**src/rtl/fpw_pkg.sv**
```systemverilog
package fpw_pkg;
  localparam int unsigned SLOT_W    = 3;
  localparam int unsigned BLK_BYTES = 1 << SLOT_W;

  localparam int unsigned CTRL_START = 0;
  localparam int unsigned CTRL_WREN  = 1;
  localparam int unsigned CTRL_CFG   = 2;
  localparam int unsigned CTRL_MEM   = 3;

  localparam logic [7:0] KEY_FIRST  = 8'h55;
  localparam logic [7:0] KEY_SECOND = 8'hAA;

  typedef enum logic [1:0] {
    ULK_IDLE  = 2'd0,
    ULK_HALF  = 2'd1,
    ULK_ARMED = 2'd2
  } ulk_state_e;
endpackage

```
**src/rtl/fpw_unlock.sv**
```systemverilog
module fpw_unlock
  import fpw_pkg::*;
(
  input  logic       clk_i,
  input  logic       rst_ni,
  input  logic       key_we_i,
  input  logic [7:0] key_i,
  input  logic       other_we_i,
  input  logic       busy_i,
  output logic       armed_o
);
  ulk_state_e state_q;

  always_ff @(posedge clk_i or negedge rst_ni) begin
    if (!rst_ni) begin
      state_q <= ULK_IDLE;
    end else if (!busy_i) begin
      if (key_we_i) begin
        if (key_i == KEY_FIRST)                             state_q <= ULK_HALF;
        else if (key_i == KEY_SECOND && state_q == ULK_HALF) state_q <= ULK_ARMED;
        else                                                state_q <= ULK_IDLE;
      end else if (other_we_i) begin
        state_q <= ULK_IDLE;  // any other write consumes or breaks the key
      end
    end
  end

  assign armed_o = (state_q == ULK_ARMED);

  p_key_break_r4: assert property (@(posedge clk_i) disable iff (!rst_ni)
    (!busy_i && key_we_i && key_i != KEY_FIRST && key_i != KEY_SECOND) |=> !armed_o);

  p_armed_order_r4: assert property (@(posedge clk_i) disable iff (!rst_ni)
    $rose(armed_o) |-> $past(key_we_i && key_i == KEY_SECOND));
endmodule

```
**src/rtl/fpw_hold_buf.sv**
```systemverilog
module fpw_hold_buf
  import fpw_pkg::*;
#(
  parameter int unsigned SLOTS = BLK_BYTES
) (
  input  logic                     clk_i,
  input  logic                     rst_ni,
  input  logic                     we_i,
  input  logic [SLOT_W-1:0]        slot_i,
  input  logic [7:0]               data_i,
  input  logic                     clear_i,
  output logic [SLOTS*8-1:0]       hold_o
);
  for (genvar g = 0; g < SLOTS; g++) begin : g_slot
    logic [7:0] byte_q;
    always_ff @(posedge clk_i or negedge rst_ni) begin
      if (!rst_ni)                                  byte_q <= 8'hFF;
      else if (clear_i)                             byte_q <= 8'hFF;
      else if (we_i && slot_i == SLOT_W'(g))        byte_q <= data_i;
    end
    assign hold_o[g*8 +: 8] = byte_q;
  end

  p_clear_ff_r2: assert property (@(posedge clk_i) disable iff (!rst_ni)
    clear_i |=> (hold_o == '1));
endmodule

```
**src/rtl/fpw_timer.sv**
```systemverilog
module fpw_timer #(
  parameter int unsigned CYCLES = 250000
) (
  input  logic clk_i,
  input  logic rst_ni,
  input  logic start_i,
  output logic busy_o,
  output logic finish_o,
  output logic done_o
);
  localparam int unsigned CNT_W = $clog2(CYCLES + 1);

  logic [CNT_W-1:0] cnt_q;
  logic             busy_q, done_q;

  assign finish_o = busy_q && (cnt_q == CNT_W'(CYCLES - 1));

  always_ff @(posedge clk_i or negedge rst_ni) begin
    if (!rst_ni) begin
      busy_q <= 1'b0;
      cnt_q  <= '0;
      done_q <= 1'b0;
    end else begin
      done_q <= finish_o;
      if (start_i && !busy_q) begin
        busy_q <= 1'b1;
        cnt_q  <= '0;
      end else if (finish_o) begin
        busy_q <= 1'b0;
      end else if (busy_q) begin
        cnt_q <= cnt_q + 1'b1;
      end
    end
  end

  assign busy_o = busy_q;
  assign done_o = done_q;

  p_busy_len_r7: assert property (@(posedge clk_i) disable iff (!rst_ni)
    busy_q |-> (cnt_q < CNT_W'(CYCLES)));

  p_done_single_r8: assert property (@(posedge clk_i) disable iff (!rst_ni)
    done_o |=> !done_o);

  p_done_after_busy_r8: assert property (@(posedge clk_i) disable iff (!rst_ni)
    done_o |-> (!busy_o && $past(busy_o)));
endmodule

```
**src/rtl/fpw_array.sv**
```systemverilog
module fpw_array
  import fpw_pkg::*;
#(
  parameter int unsigned BYTES = 256
) (
  input  logic                         clk_i,
  input  logic                         rst_ni,
  input  logic                         prog_i,
  input  logic [$clog2(BYTES)-SLOT_W-1:0] blk_i,
  input  logic [BLK_BYTES*8-1:0]       hold_i,
  input  logic [$clog2(BYTES)-1:0]     rd_addr_i,
  output logic [7:0]                   rd_data_o
);
  localparam int unsigned ADDR_W = $clog2(BYTES);

  logic [7:0] mem_q [BYTES];

  always_ff @(posedge clk_i or negedge rst_ni) begin
    if (!rst_ni) begin
      for (int a = 0; a < BYTES; a++) mem_q[a] <= 8'hFF;
    end else if (prog_i) begin
      for (int s = 0; s < BLK_BYTES; s++) begin
        mem_q[{blk_i, SLOT_W'(s)}] <= mem_q[{blk_i, SLOT_W'(s)}] & hold_i[s*8 +: 8];
      end
    end
  end

  assign rd_data_o = mem_q[rd_addr_i];

  logic [ADDR_W-1:0] unused_w;
  assign unused_w = '0;
endmodule

```
**src/rtl/flash_page_writer.sv**
```systemverilog
module flash_page_writer
  import fpw_pkg::*;
#(
  parameter int unsigned FLASH_BYTES  = 256,
  parameter int unsigned WRITE_CYCLES = 250000
) (
  input  logic                           clk_i,
  input  logic                           rst_ni,
  input  logic [$clog2(FLASH_BYTES)-1:0] ptr_i,
  input  logic                           tbl_we_i,
  input  logic [7:0]                     tbl_data_i,
  input  logic                           ctrl_we_i,
  input  logic [3:0]                     ctrl_data_i,
  input  logic                           key_we_i,
  input  logic [7:0]                     key_data_i,
  input  logic [$clog2(FLASH_BYTES)-1:0] rd_addr_i,
  output logic [7:0]                     rd_data_o,
  output logic [3:0]                     ctrl_o,
  output logic                           stall_o,
  output logic                           done_o
);
  localparam int unsigned ADDR_W = $clog2(FLASH_BYTES);
  localparam int unsigned BLK_W  = ADDR_W - SLOT_W;

  logic busy, finish, armed, go;
  logic mem_q, cfg_q, wren_q, start_q;
  logic [BLK_W-1:0] blk_q;
  logic [BLK_BYTES*8-1:0] hold;

  assign go = ctrl_we_i && !busy && armed
           && ctrl_data_i[CTRL_START] && ctrl_data_i[CTRL_WREN]
           && ctrl_data_i[CTRL_MEM]   && !ctrl_data_i[CTRL_CFG];

  always_ff @(posedge clk_i or negedge rst_ni) begin
    if (!rst_ni) begin
      mem_q   <= 1'b0;
      cfg_q   <= 1'b0;
      wren_q  <= 1'b0;
      start_q <= 1'b0;
      blk_q   <= '0;
    end else if (ctrl_we_i && !busy) begin
      mem_q   <= ctrl_data_i[CTRL_MEM];
      cfg_q   <= ctrl_data_i[CTRL_CFG];
      wren_q  <= ctrl_data_i[CTRL_WREN];
      start_q <= go;
      if (go) blk_q <= ptr_i[ADDR_W-1:SLOT_W];
    end else if (finish) begin
      start_q <= 1'b0;
    end
  end

  fpw_unlock u_unlock (
    .clk_i      (clk_i),
    .rst_ni     (rst_ni),
    .key_we_i   (key_we_i),
    .key_i      (key_data_i),
    .other_we_i (tbl_we_i || ctrl_we_i),
    .busy_i     (busy),
    .armed_o    (armed)
  );

  fpw_hold_buf #(.SLOTS(BLK_BYTES)) u_hold (
    .clk_i   (clk_i),
    .rst_ni  (rst_ni),
    .we_i    (tbl_we_i && !busy),
    .slot_i  (ptr_i[SLOT_W-1:0]),
    .data_i  (tbl_data_i),
    .clear_i (finish),
    .hold_o  (hold)
  );

  fpw_timer #(.CYCLES(WRITE_CYCLES)) u_timer (
    .clk_i    (clk_i),
    .rst_ni   (rst_ni),
    .start_i  (go),
    .busy_o   (busy),
    .finish_o (finish),
    .done_o   (done_o)
  );

  fpw_array #(.BYTES(FLASH_BYTES)) u_array (
    .clk_i     (clk_i),
    .rst_ni    (rst_ni),
    .prog_i    (finish),
    .blk_i     (blk_q),
    .hold_i    (hold),
    .rd_addr_i (rd_addr_i),
    .rd_data_o (rd_data_o)
  );

  assign ctrl_o  = {mem_q, cfg_q, wren_q, start_q};
  assign stall_o = busy;

  p_start_keyed_r4: assert property (@(posedge clk_i) disable iff (!rst_ni)
    $rose(stall_o) |-> $past(armed));

  p_start_qual_r5: assert property (@(posedge clk_i) disable iff (!rst_ni)
    $rose(stall_o) |-> (wren_q && mem_q && !cfg_q));

  p_start_mirror_r8: assert property (@(posedge clk_i) disable iff (!rst_ni)
    start_q == busy);
endmodule

```
**config.mk**
```make
export PLATFORM = sky130hd
export DESIGN_NAME = flash_page_writer
export DESIGN_NICKNAME = d
export VERILOG_FILES = /design/src/rtl/fpw_pkg.sv /design/src/rtl/fpw_unlock.sv /design/src/rtl/fpw_hold_buf.sv /design/src/rtl/fpw_timer.sv /design/src/rtl/fpw_array.sv /design/src/rtl/flash_page_writer.sv
export SDC_FILE = /design/constraint.sdc
export NUM_CORES = 2
export LEC_CHECK = 0
export BUFFER_PORTS_ARGS = -buffer_cell sky130_fd_sc_hd__buf_2
export CORE_MARGIN = 2
export CORE_UTILIZATION = 40
export CTS_CLUSTER_DIAMETER = 150
export DETAILED_ROUTE_END_ITERATION = 6
export PLACE_DENSITY = 0.53
export SETUP_SLACK_MARGIN = 0.4
export SYNTH_ARGS = -nofsm -noshare
export SYNTH_HDL_FRONTEND = slang
export SYNTH_SLANG_ARGS = --single-unit
```
**constraint.sdc**
```tcl
create_clock -name clk_i -period 3.8 [get_ports clk_i]
set_input_delay 0.76 -clock clk_i [delete_from_list [all_inputs] [get_ports clk_i]]
set_output_delay 0.76 -clock clk_i [all_outputs]
set_load 0.005 [all_outputs]
```
==> out/qor.csv <==
metric;value;unit
outcome;finished, violations left;
failing checks;DRC, setup timing;
worst hold margin;0.0336;ns
ratio of final minimum period to clock period;106;%
Ports;55;
final hold violation count;0;
gp weighted congestion;0.893;
Post-Syn Nets;7398;
Wirelength per Cell;36.6;um
area of the die;293000;um^2
detailed-route vias per instance;6.40;
Synth Warn #;0;
fillers;24400;
layout cells sized above 1;83.4;%
CTS tree;built;
power per cell area;371;nW/um^2
cell count after synthesis;7356;
M2 GR Usage;44.4;%
clk slew on worst S/H paths;0.05;ns
Syn Std Cell Area;116000;um^2
Vias;75400;
Max Fanout on Critical Path;6;
Post-Place Cell Area;125000;um^2
ANT nets after route;0;
DR DRC count;1;
RR Endpoint;u_array.mem_q[1489];
initial antenna violation count;17;
fin util;47.6;%
1st-pass router iterations;7;
commonest non-fill, non-tap cells in the layout;dfstp_2, mux2_2, mux4_2, buf_4, clkbuf_16;
all-layer global routing usage;29.1;%
vias in the first global route;78300;
CTS Root Cell;clkbuf_16;
Design Area, Final;137000;um^2
Global Route met3 Usage;6.28;%
Critical Path Source Type;input port;
clk_lat worst skew;0.92;ns
crit path kind;in -> out;
worst setup path startpoint;rd_addr_i[0];
Power Total;0.0507;W
die height;541;um
Yosys reg bits;2143;
footprint of the multi-input gates;56300;um^2
Clock Sink Count;2143;
post-synth cell types;76;
final setup fails;8;
Slew Viols, Final;0;
most common cell after layout, fill and taps aside;dfstp_2;
RR Startpoint;blk_q[0];
Syn-to-layout area delta;18.4;%
max_cap viols;0;
H-tree levels;5;
Post-synth EDFFs;0;
clk buf depth;4;
grt ovf;0;
VDD IR-drop max;0.309;mV
starting density of the core;40.2;%
Post-Syn Area per Cell;15.7;um^2
worst-margin pin slew;1.04;ns
worst path arrival time;3.25;ns
worst setup path end;rd_data_o[4];
row cnt;197;
Slew HR;30.9;%
ys flop type;dfstp_2;
TritonCTS buffer count;263;
R2R setup slack;0.42;ns
WP data required;3.04;ns
CP endpoint kind;output port;
FF-to-FF path depth;9;
setup ws final;-0.214;ns
Hold Crit Class;in -> async;
post-layout min period;4.01;ns
most used routing layer;met2;
sequential share of the synthesized area;48.7;%
RSZ-0062 raised after global routing;true;
Setup Skew;0.0622;ns
nets@finish;7814;
WL final;431;mm
storage element area;56300;um^2
IO Port Bufs;54;
asr flop ratio synth;100;%
dpl hpwl;294;mm
1st-iter DRT viols;7564;
hold buffers post-CTS;0;
GR Layer Usage met1;40.2;%
leakage power;53.5;nW
first-pass GRT wire length;615;mm
Die Span X;541;um
core area;288000;um^2
Setup TNS Final;-1.43;ns
largest net degree at the start of global routing;154;
Max Freq;0.249;GHz
through the flow:
step           worst slack (ns)  cells
4_1_cts                  -0.249  11700
2_1_floorplan             0.397   7356
3_3_place_gp              -1.12  11200
3_5_place_dp              -1.07  11200
6_report                 -0.214  11800
5_1_grt                  -0.252  11800
logic make-up after synthesis:
group / count (synthesis) / synth area share (%)
simple gates: 360 / 1.72
xor+xnor: 14 / 0.106
buf+inv: 863 / 3.96
fa+ha+maj: 1 / 0.0108
mux: 3215 / 40.5
compound gates: 760 / 4.97
flops: 2143 / 48.7
timing repair:
item | CTS | global route
pin swaps | 40 | 54
setup buffers | 69 | 45
resized for setup | 165 | 105
setup endpoints to repair | 262 | 81
cloned | 6 | 4
Yosys cell counts, types with 9 or more instances:
cell         n  area (um^2)
a31oi_1     58          363
nand2b_1    11         68.8
clkbuf_1   317         1190
o22ai_1     46          288
buf_1       43          161
mux2_1     111         1250
a22o_1      85          744
and3_1      11         68.8
nor2b_1     10         62.6
o221ai_1    45          394
nor4_1       9         56.3
o211ai_1    55          413
buf_4       80          601
a211oi_1    12         90.1
o21ai_0     27          135
nor2_1      63          236
buf_2      279         1400
buf_6       55          619
nor3_1      25          125
mux2i_1    210         2100
a41oi_1     17          149
mux2_4      69         1040
xor2_1      10         87.6
mux4_2     944        21300
dfrtp_1     31          776
nand2_2     16          100
mux2_2    1881        21200
inv_1       69          259
nand3_1     28          140
a22oi_1    209         1570
buf_12      11          220
nand2_1    112          420
a221oi_1    89          780
a21oi_1     61          305
dfstp_2   2112        55500
nand4_1     10         62.6
final cells by class:
class	count	share of cell area [%]
inverter	70	0.193
timing repair buffer	944	7.77
clock inverter	79	0.575
multi-input combinational	4350	41.1
antenna	25	0.0457
sequential	2143	41.1
clock buffer	380	5.70
tap	3781	3.46
routing by layer:
layer / part of all wire, % / vias to the layer above / routed length (um)
li1: - / 29700 / -
met1: 42 / 41700 / 182000
met2: 46 / 3243 / 196000
met3: 7.7 / 735 / 33200
met4: 4.4 / 8 / 18900
met5: 0.0081 / - / 35
power breakdown:
group | leakage (nW) | total, W | switching (W) | internal [W]
clock | 4.26 | 0.0253 | 0.0104 | 0.0148
combinational | 27.0 | 0.00250 | 0.00160 | 0.000901
sequential | 22.2 | 0.0229 | 0.000000745 | 0.0229
flip-flops by register name, summed over array words and instances, names as in the netlist:
register	count
u_timer.done_o	1
u_unlock.state_q	2
blk_q	5
u_timer.cnt_q	18
mem_q	1
cfg_q	1
u_array.mem_q	2048
u_hold.g_slot.byte_q	64
wren_q	1
u_timer.busy_o	1
start_q	1
critical path, cell delays in order:
cell,delay [ns]
buf_16,0.14
buf_16,0.17
buf_12,0.12
buf_12,0.12
buf_12,0.12
mux4_2,0.56
mux4_2,0.52
a211oi_2,0.23
buf_4,0.14
nor4_4,0.05
buf_4,0.16
buf_2,0.12
worst min-delay path by stage:
stage / depth (start not counted) / to
finish: 1 / u_array.mem_q[1208]
CTS: 1 / u_array.mem_q[1248]
floorplan: 1 / u_unlock.state_q[1]
global placement: 1 / wren_q
detailed placement: 1 / wren_q
global route: 1 / u_array.mem_q[1208]
Note: power is estimated with default switching activity, not from simulation.
